## src/rtl/pwv_pkg.sv

```systemverilog
package pwv_pkg;
  typedef enum logic {SEL_RD = 1'b0, SEL_WR = 1'b1} pw_sel_e;
  typedef struct packed {
    logic    is_change;
    pw_sel_e sel;
  } pend_op_t;
endpackage

```

## src/rtl/pwv_cand_shift.sv

```systemverilog
module pwv_cand_shift #(
  parameter int BYTES  = 8,
  parameter int BYTE_W = 8
) (
  input  logic                    clk,
  input  logic                    rst_n,
  input  logic                    clr,
  input  logic                    push,
  input  logic [BYTE_W-1:0]       din,
  output logic [BYTES*BYTE_W-1:0] value,
  output logic                    exact
);
  localparam int VW = BYTES * BYTE_W;
  localparam int CW = $clog2(BYTES + 2);
  localparam logic [CW-1:0] FULL = CW'(BYTES);
  localparam logic [CW-1:0] OVER = CW'(BYTES + 1);

  logic [CW-1:0] cnt;

  always_ff @(posedge clk or negedge rst_n) begin
    if (!rst_n) begin
      value <= '0;
      cnt   <= '0;
    end else if (clr) begin
      value <= '0;
      cnt   <= '0;
    end else if (push) begin
      value <= {value[VW-BYTE_W-1:0], din};
      if (cnt != OVER) cnt <= cnt + 1'b1;
    end
  end

  assign exact = (cnt == FULL);
endmodule

```

## src/rtl/pwv_retry_ctr.sv

```systemverilog
module pwv_retry_ctr #(
  parameter int MAX_MISSES = 8
) (
  input  logic clk,
  input  logic rst_n,
  input  logic miss,
  input  logic hit,
  output logic wipe
);
  localparam int MW = $clog2(MAX_MISSES + 1);
  localparam logic [MW-1:0] LIMIT = MW'(MAX_MISSES);

  logic [MW-1:0] cnt;

  assign wipe = miss && (cnt == LIMIT);

  always_ff @(posedge clk or negedge rst_n) begin
    if (!rst_n)           cnt <= '0;
    else if (hit || wipe) cnt <= '0;
    else if (miss)        cnt <= cnt + 1'b1;
  end
endmodule

```

## src/rtl/pwv_busy_timer.sv

```systemverilog
module pwv_busy_timer #(
  parameter int BUSY_CYCLES = 20
) (
  input  logic clk,
  input  logic rst_n,
  input  logic start,
  output logic busy,
  output logic done
);
  localparam int TW = $clog2(BUSY_CYCLES + 1);
  localparam logic [TW-1:0] LOAD = TW'(BUSY_CYCLES);

  logic [TW-1:0] cnt;

  always_ff @(posedge clk or negedge rst_n) begin
    if (!rst_n)                  cnt <= '0;
    else if (cnt != '0)          cnt <= cnt - 1'b1;
    else if (start)              cnt <= LOAD;
  end

  assign busy = (cnt != '0);
  assign done = (cnt == TW'(1));
endmodule

```

## src/rtl/pw_verifier.sv

```systemverilog
module pw_verifier
  import pwv_pkg::*;
#(
  parameter int BYTES       = 8,
  parameter int BYTE_W      = 8,
  parameter int BUSY_CYCLES = 20,
  parameter int MAX_MISSES  = 8
) (
  input  logic              clk,
  input  logic              rst_n,
  input  logic              in_valid,
  output logic              in_ready,
  input  logic [BYTE_W-1:0] in_data,
  input  logic              chk_sel,
  input  logic              check_go,
  input  logic              chg_sel,
  input  logic              chg_go,
  output logic              busy,
  output logic              pass,
  output logic              fail,
  output logic              erase_req
);
  localparam int PW_W   = BYTES * BYTE_W;
  localparam int NUM_PW = 2;

  logic [PW_W-1:0] cand;
  logic            cand_exact;
  logic            done;
  logic            wipe;
  logic            wr_ok;
  pend_op_t        pend;
  logic [NUM_PW-1:0][PW_W-1:0] pw_all;

  assign in_ready = !busy;

  logic chk_fire, chg_fire, start, match, hit, miss;
  assign chk_fire = check_go && !busy;
  assign chg_fire = chg_go && !busy && !check_go && wr_ok && cand_exact;
  assign start    = chk_fire || chg_fire;
  assign match    = cand_exact && (cand == pw_all[pend.sel]);
  assign hit      = done && !pend.is_change && match;
  assign miss     = done && !pend.is_change && !match;

  pwv_cand_shift #(.BYTES(BYTES), .BYTE_W(BYTE_W)) u_cand (
    .clk(clk), .rst_n(rst_n), .clr(done), .push(in_valid && in_ready),
    .din(in_data), .value(cand), .exact(cand_exact)
  );

  pwv_retry_ctr #(.MAX_MISSES(MAX_MISSES)) u_retry (
    .clk(clk), .rst_n(rst_n), .miss(miss), .hit(hit), .wipe(wipe)
  );

  pwv_busy_timer #(.BUSY_CYCLES(BUSY_CYCLES)) u_timer (
    .clk(clk), .rst_n(rst_n), .start(start), .busy(busy), .done(done)
  );

  // One register per secret slot; each loads on a committed change to it.
  for (genvar g = 0; g < NUM_PW; g++) begin : gen_slot
    logic [PW_W-1:0] q;
    always_ff @(posedge clk or negedge rst_n) begin
      if (!rst_n)
        q <= '0;
      else if (wipe)
        q <= '0;
      else if (done && pend.is_change && (int'(pend.sel) == g))
        q <= cand;
    end
    assign pw_all[g] = q;
  end

  always_ff @(posedge clk or negedge rst_n) begin
    if (!rst_n) begin
      wr_ok     <= 1'b0;
      pend      <= '{is_change: 1'b0, sel: SEL_RD};
      pass      <= 1'b0;
      fail      <= 1'b0;
      erase_req <= 1'b0;
    end else begin
      erase_req <= 1'b0;
      if (chk_fire) begin
        pend  <= '{is_change: 1'b0, sel: pw_sel_e'(chk_sel)};
        pass  <= 1'b0;
        fail  <= 1'b0;
        wr_ok <= 1'b0;
      end else if (chg_fire) begin
        pend  <= '{is_change: 1'b1, sel: pw_sel_e'(chg_sel)};
        pass  <= 1'b0;
        fail  <= 1'b0;
        wr_ok <= 1'b0;
      end
      if (done) begin
        if (pend.is_change) begin
          pass <= 1'b1;
        end else if (match) begin
          pass  <= 1'b1;
          wr_ok <= (pend.sel == SEL_WR);
        end else begin
          fail      <= 1'b1;
          erase_req <= wipe;
        end
      end
    end
  end
endmodule

```

## config.mk

```make
export PLATFORM = sky130hd
export DESIGN_NAME = pw_verifier
export DESIGN_NICKNAME = d
export VERILOG_FILES = /design/src/rtl/pwv_pkg.sv /design/src/rtl/pwv_cand_shift.sv /design/src/rtl/pwv_retry_ctr.sv /design/src/rtl/pwv_busy_timer.sv /design/src/rtl/pw_verifier.sv
export SDC_FILE = /design/constraint.sdc
export NUM_CORES = 1
export LEC_CHECK = 0
export BUFFER_PORTS_ARGS = -buffer_cell sky130_fd_sc_hd__buf_2
export CORE_MARGIN = 2
export CORE_UTILIZATION = 45
export CTS_CLUSTER_SIZE = 10
export DETAILED_ROUTE_END_ITERATION = 10
export SYNTH_ARGS = -nofsm -noshare
export SYNTH_HDL_FRONTEND = slang
export SYNTH_SLANG_ARGS = --single-unit
```

## constraint.sdc

```tcl
create_clock -name clk -period 2.4 [get_ports clk]
set_clock_uncertainty 0.1 [all_clocks]
set_input_delay 0.36 -clock clk [delete_from_list [all_inputs] [get_ports clk]]
set_output_delay 0.36 -clock clk [all_outputs]
set_load 0.005 [all_outputs]
```

Word level (Yosys, flattened, before mapping)
Index checks and enable logic that the tools add are counted.
{"block": "totals", "word_cells": 86, "reg_bits": 211, "out_inout_bits": 5}
{"block": "op_classes", "eq_ne": 5, "bitwise_logic": 1, "reduce_logical": 29, "addsub": 3, "n_mux": 35, "order_cmp": 1}
{"operator": "64-bit 2-to-1 mux", "n": 8}
{"operator": "64-bit equality test", "n": 1}
{"operator": "4-bit 2-to-1 mux", "n": 5}
{"operator": "1-bit 2-to-1 mux", "n": 18}
{"operator": "1-bit logical AND", "n": 14}
{"operator": "2-bit nonzero test", "n": 7}
{"operator": "5-bit 2-to-1 mux", "n": 2}
{"operator": "4-bit by 1-bit adder with 4-bit output (second input constant)", "n": 2}
{"operator": "4-bit equality test (second input constant)", "n": 2}
{"operator": "5-bit by 1-bit equality test with 1-bit output (second input constant)", "n": 1}
{"operator": "5-bit nonzero test", "n": 1}
{"operator": "5-bit by 1-bit subtractor with 5-bit output (second input constant)", "n": 1}
{"operator": "1-bit logical NOT", "n": 4}
{"operator": "2-bit 2-to-1 mux", "n": 2}
{"operator": "4-bit != test (second input constant)", "n": 1}
{"operator": "1-bit logical OR", "n": 2}
{"operator": "1-bit by 2-bit less-than comparator with 1-bit output (second input constant)", "n": 1}
{"operator": "2-bit AND reduction", "n": 1}
{"operator": "1-bit inverter", "n": 1}

Longest topological paths before layout
{"block": "depth", "depth_word": 11, "mapped_depth": 12, "mapped_depth_nobuf": 8}

Hierarchy
A second synthesis with hierarchy kept.
{"block": "hier_totals", "hier_cells": 795, "area_unflattened_um2": 9758.1}
{"module": "pw_verifier", "n_inst": 1, "area_each_um2": 6322.3, "cells_per_inst": 515}
{"module": "pwv_cand_shift", "n_inst": 1, "area_each_um2": 2911.5, "cells_per_inst": 234}
{"module": "pwv_busy_timer", "n_inst": 1, "area_each_um2": 302.8, "cells_per_inst": 26}
{"module": "pwv_retry_ctr", "n_inst": 1, "area_each_um2": 221.5, "cells_per_inst": 20}

Worst setup path after synthesis
OpenSTA, ideal clock, no wires.
{"block": "synth_path", "kind": "reg2reg", "from": "register pend[0] in the netlist's numbering", "to": "register gen_slot[1].q[0]", "period_less_slack_ps": 2420, "t_arrival_ps": 2248, "n_path_buf": 5, "slack_ps": -20, "stages_incl_launch_ff": 13, "required_time_ps": 2227, "setup_time_ps": 73, "path_cell_list": "dfrtp_1 -> buf_2 -> buf_6 -> buf_6 -> mux2i_1 -> nor2_1 -> a2111oi_0 -> o2111ai_1 -> nor4_2 -> a211oi_1 -> buf_4 -> buf_6 -> nor2_1"}
{"block": "synth_via", "elab_chain_cells": 8, "word_cells_on_any_way": 10}
{"item": "from (decl)", "line_no": "pw_verifier.sv:31", "source": "pend_op_t pend;"}
{"item": "from (signal assigned)", "line_no": "pw_verifier.sv:74", "source": "pend <= '{is_change: 1'b0, sel: SEL_RD};"}
{"item": "from (signal assigned)", "line_no": "pw_verifier.sv:81", "source": "pend <= '{is_change: 1'b0, sel: pw_sel_e'(chk_sel)};"}
{"item": "from (signal assigned)", "line_no": "pw_verifier.sv:86", "source": "pend <= '{is_change: 1'b1, sel: pw_sel_e'(chg_sel)};"}
{"item": "64-bit 2-to-1 mux (not written as such) (2 in a row)", "line_no": "pw_verifier.sv:40", "source": "assign match = cand_exact && (cand == pw_all[pend.sel]);"}
{"item": "64-bit equality test", "line_no": "pw_verifier.sv:40"}
{"item": "1-bit logical AND", "line_no": "pw_verifier.sv:40"}
{"item": "1-bit logical NOT", "line_no": "pw_verifier.sv:42", "source": "assign miss = done && !pend.is_change && !match;"}
{"item": "1-bit logical AND", "line_no": "pw_verifier.sv:42"}
{"item": "1-bit logical AND", "line_no": "pwv_retry_ctr.sv:15", "source": "assign wipe = miss && (cnt == LIMIT);"}
{"item": "64-bit 2-to-1 mux / 2-bit nonzero test (equally long branches)"}
{"item": "to (signal assigned)", "line_no": "pw_verifier.sv:66", "source": "q <= cand;"}
{"item": "to (decl)", "line_no": "pw_verifier.sv:59", "source": "logic [PW_W-1:0] q;"}
Several ways; a longest one is shown, not always the timed one. The select of a mux whose other input is x is not followed.
A chain may end at the register's enable or synchronous reset.

Final worst setup path
{"block": "layout_path", "from": "register pend[0] in the netlist's numbering", "to": "register gen_slot[1].q[49]"}
Same word-level chain as after synthesis.

==> results.ini <==
[status]
status=finished with violations
violations=negative setup slack

[placement]
port_buffers=19
dp_hpwl_mm=15.61
place.gp.congestion=0.8205
dp_cells=1318

[logic_synthesis]
yosysWarningCount=0
syn_nets=1013
synth_top_area_share_pct=51.40
synth_edf_count=0
synthCells=990
yosysTopAreaCell=dfrtp_1
ys_types=38
syn_avg_cell_area_um2=10.38
synth_area_leaders=dfrtp_1 (51%), mux2i_1 (19%), nand2_1 (5.3%)
netlist_area_um2=10270
ys.flop_type=dfrtp_1
ys_async_sr_fraction_pct=100.0
synth_common_cells=dfrtp_1 (211), mux2i_1 (193), nand2_1 (144), nor2_1 (141), a21oi_1 (70)
ys_ff_latch=211
yosysMostFrequentCell=dfrtp_1
yosysSeqAreaShare_pct=51.40

[floorplanning]
core-area_um2=22500
rows=55
dieArea_um2=24050
ios=20
die_h_um=155.1
die_x_um=155.1
start_util_pct=45.65

[critical_path]
cp-end-kind=flip-flop
rr_endpoint=gen_slot[1].q[49]$_DFFE_PN0P_
worstPathArrival_ns=3.21
reg2reg_slack_ns=-0.46
critPathKind=flip-flop to flip-flop
slowest_delay_ns=0.57
required_ns=2.75
worst-path-buf-inv=4
crit_chain=buf_12 -> buf_8 -> mux2i_4 -> xnor2_2 -> nor4_2 -> nand4_1 -> nor3_4 -> a211oi_4 -> buf_12 -> clkbuf_16 -> nor2_1
cp-startpoint=pend[0]$_DFFE_PN0P_
cp.depth=11
crit_path_end=gen_slot[1].q[49]$_DFFE_PN0P_
reg2reg_from=pend[0]$_DFFE_PN0P_
cpMaxStageDelayCell=dfrtp_4
worstPathMaxFanout=16
path_delay_family=simple AND/OR/NAND/NOR gates
start_kind=flip-flop
crit_top_cell=buf_12
ff2ff_path_depth=11

[hold_path]
holdPathStages=3
min_path_type=input port to flip-flop

[global_route]
overflow=0
grt_pass1_wl_mm=41.83
grt_max_degree=72
track_usage_pct=21.78
antenna_found_initial=0
grt_pass1_vias=7599

[drt]
drtIter0Drc=400
wl_mm=25.46
dr.pass1.iters=4
vias=7422
via_per_inst=5.367
drc=0
ant_nets=0
wire_per_inst_um=18.41

[cts]
numCtsBuffers=26
cts.path.max_buffers=3
insertion_delay_ns=0.54
htree_levels=1
cts.sinks=211
cts_tree=built
clkTransAtPathRegs_ns=0.05
cts_root_buf=clkbuf_16

[layout]
final_nets=1110
syn_to_final_growth_pct=24.76
diodes=0
drive_gt1_share_pct=21.58
stdcell_count=1383

[sta]
setup_viol=136
worst_slew_pin_slew_ns=0.5949
slew_violations=0
rsz0062_at_grt=yes
finalHoldViolations=0
finalCriticalPeriod_ns=2.856
fin_crit_sh_pct=119.0
max_freq_mhz=350.1
final.setup.worst_slack_ns=-0.4560
holdWs_ns=0.1784
relSlewSlack_pct=60.07

[pwr]
ir_drop_uv=548.4
p_leak_nw=6.425
power.density_nw_per_um2=850.4

[flow_run]
cap_violations=0

[worst min-delay path: stages]
cell     delay, ns
buf_2         0.09
o22ai_1       0.15
a22oi_1       0.13
[sequential cells by signal, indices dropped and copies added, names as in the netlist, 2 cells and up]
register,flops
u_timer.cnt,5
u_cand.cnt,4
gen_slot.q,128
u_cand.value,64
u_retry.cnt,4
pend,2
[cell type report]
| class | count | area, µm² |
|---|---|---|
| Timing Repair Buffer | 129 | 1354 |
| Inverter | 11 | 41.29 |
| Sequential cell | 211 | 5284 |
| Tap cell | 285 | 356.6 |
| Clock inverter | 2 | 21.27 |
| Multi-Input combinational cell | 708 | 5017 |
| Fill cell | 1931 | 9687 |
| Clock buffer | 37 | 742.0 |
[stage by stage]
step / total power, mW / util (%) / worst slack (ns) / TNS, ns / area [µm²]
final: 10.90 / 56.95 / -0.4560 / -56.94 / 12820
after global routing: 11.42 / 56.95 / -0.5413 / -69.74 / 12820
after CTS: 10.79 / 54.95 / -0.3624 / -44.33 / 12370
after detailed placement: 6.885 / 50.12 / -0.4765 / -58.07 / 11280
after global placement: 6.858 / 50.12 / -0.4440 / -55.90 / 11280
after floorplan: 5.749 / - / 0.01839 / 0 / 10280
[power breakdown]
part           switching [mW]  leakage (nW)  internal (mW)
clock                    1.45         0.374           2.11
sequential              0.366          2.92           3.84
combinational            1.61          3.13           1.53
total                    3.42          6.42           7.47
[cell families after synthesis]
logic type               after synthesis  share of synthesized area (%)
AO/OA/AOI/OAI                         92                          4.884
XOR/XNOR                              65                          5.542
adder cells (fa/ha/maj)                8                         0.9745
buffers and inverters                 71                          4.019
flip-flops                           211                          51.40
multiplexers                         193                          18.81
AND/OR/NAND/NOR                      350                          14.37
[worst min-delay path by stage]
stage,to,start,slack [ns]
CTS,pend[1]$_DFFE_PN0P_,chg_go,0.18
global route,pend[0]$_DFFE_PN0P_,chg_sel,0.18
finish,pend[0]$_DFFE_PN0P_,chg_sel,0.18
global placement,u_timer.cnt[0]$_DFFE_PN0P_,rst_n,0.25
floorplan,erase_req$_DFF_PN0_,rst_n,-0.04
detailed placement,u_cand.cnt[0]$_DFFE_PN0P_,rst_n,0.25
[metal layers]
layer | vias to the layer above | wire length [µm] | GRT usage, %
met1 | 3718 | 12110 | 31.65
met5 | - | 0 | 0
met3 | 45 | 808 | 2.981
met2 | 110 | 11880 | 34.54
met4 | 0 | 662 | 5.776
li1 | 3549 | - | -
[placed cells by master, fill, tap and decap left out, types with 18 or more instances in the layout]
master     synthesis  layout
a21oi_1           70      70
buf_12             0      20
buf_2              9      18
buf_4              2      70
clkbuf_16          0      29
dfrtp_1          211     210
mux2i_1          193     187
nand2_1          144     143
nor2_1           141      91
nor2_2             0      36
xnor2_1           60      54
[repair_timing]
action | CTS | global route
hold buffers | 10 | 0
hold endpoints to repair | 67 | 0
endpoints found under the setup margin | 136 | 138
buffers inserted | 7 | 4
pin swaps | 3 | 23
gates resized for setup | 17 | 86
gates cloned | 2 | 3
Note: power is estimated with default switching activity, not from simulation.
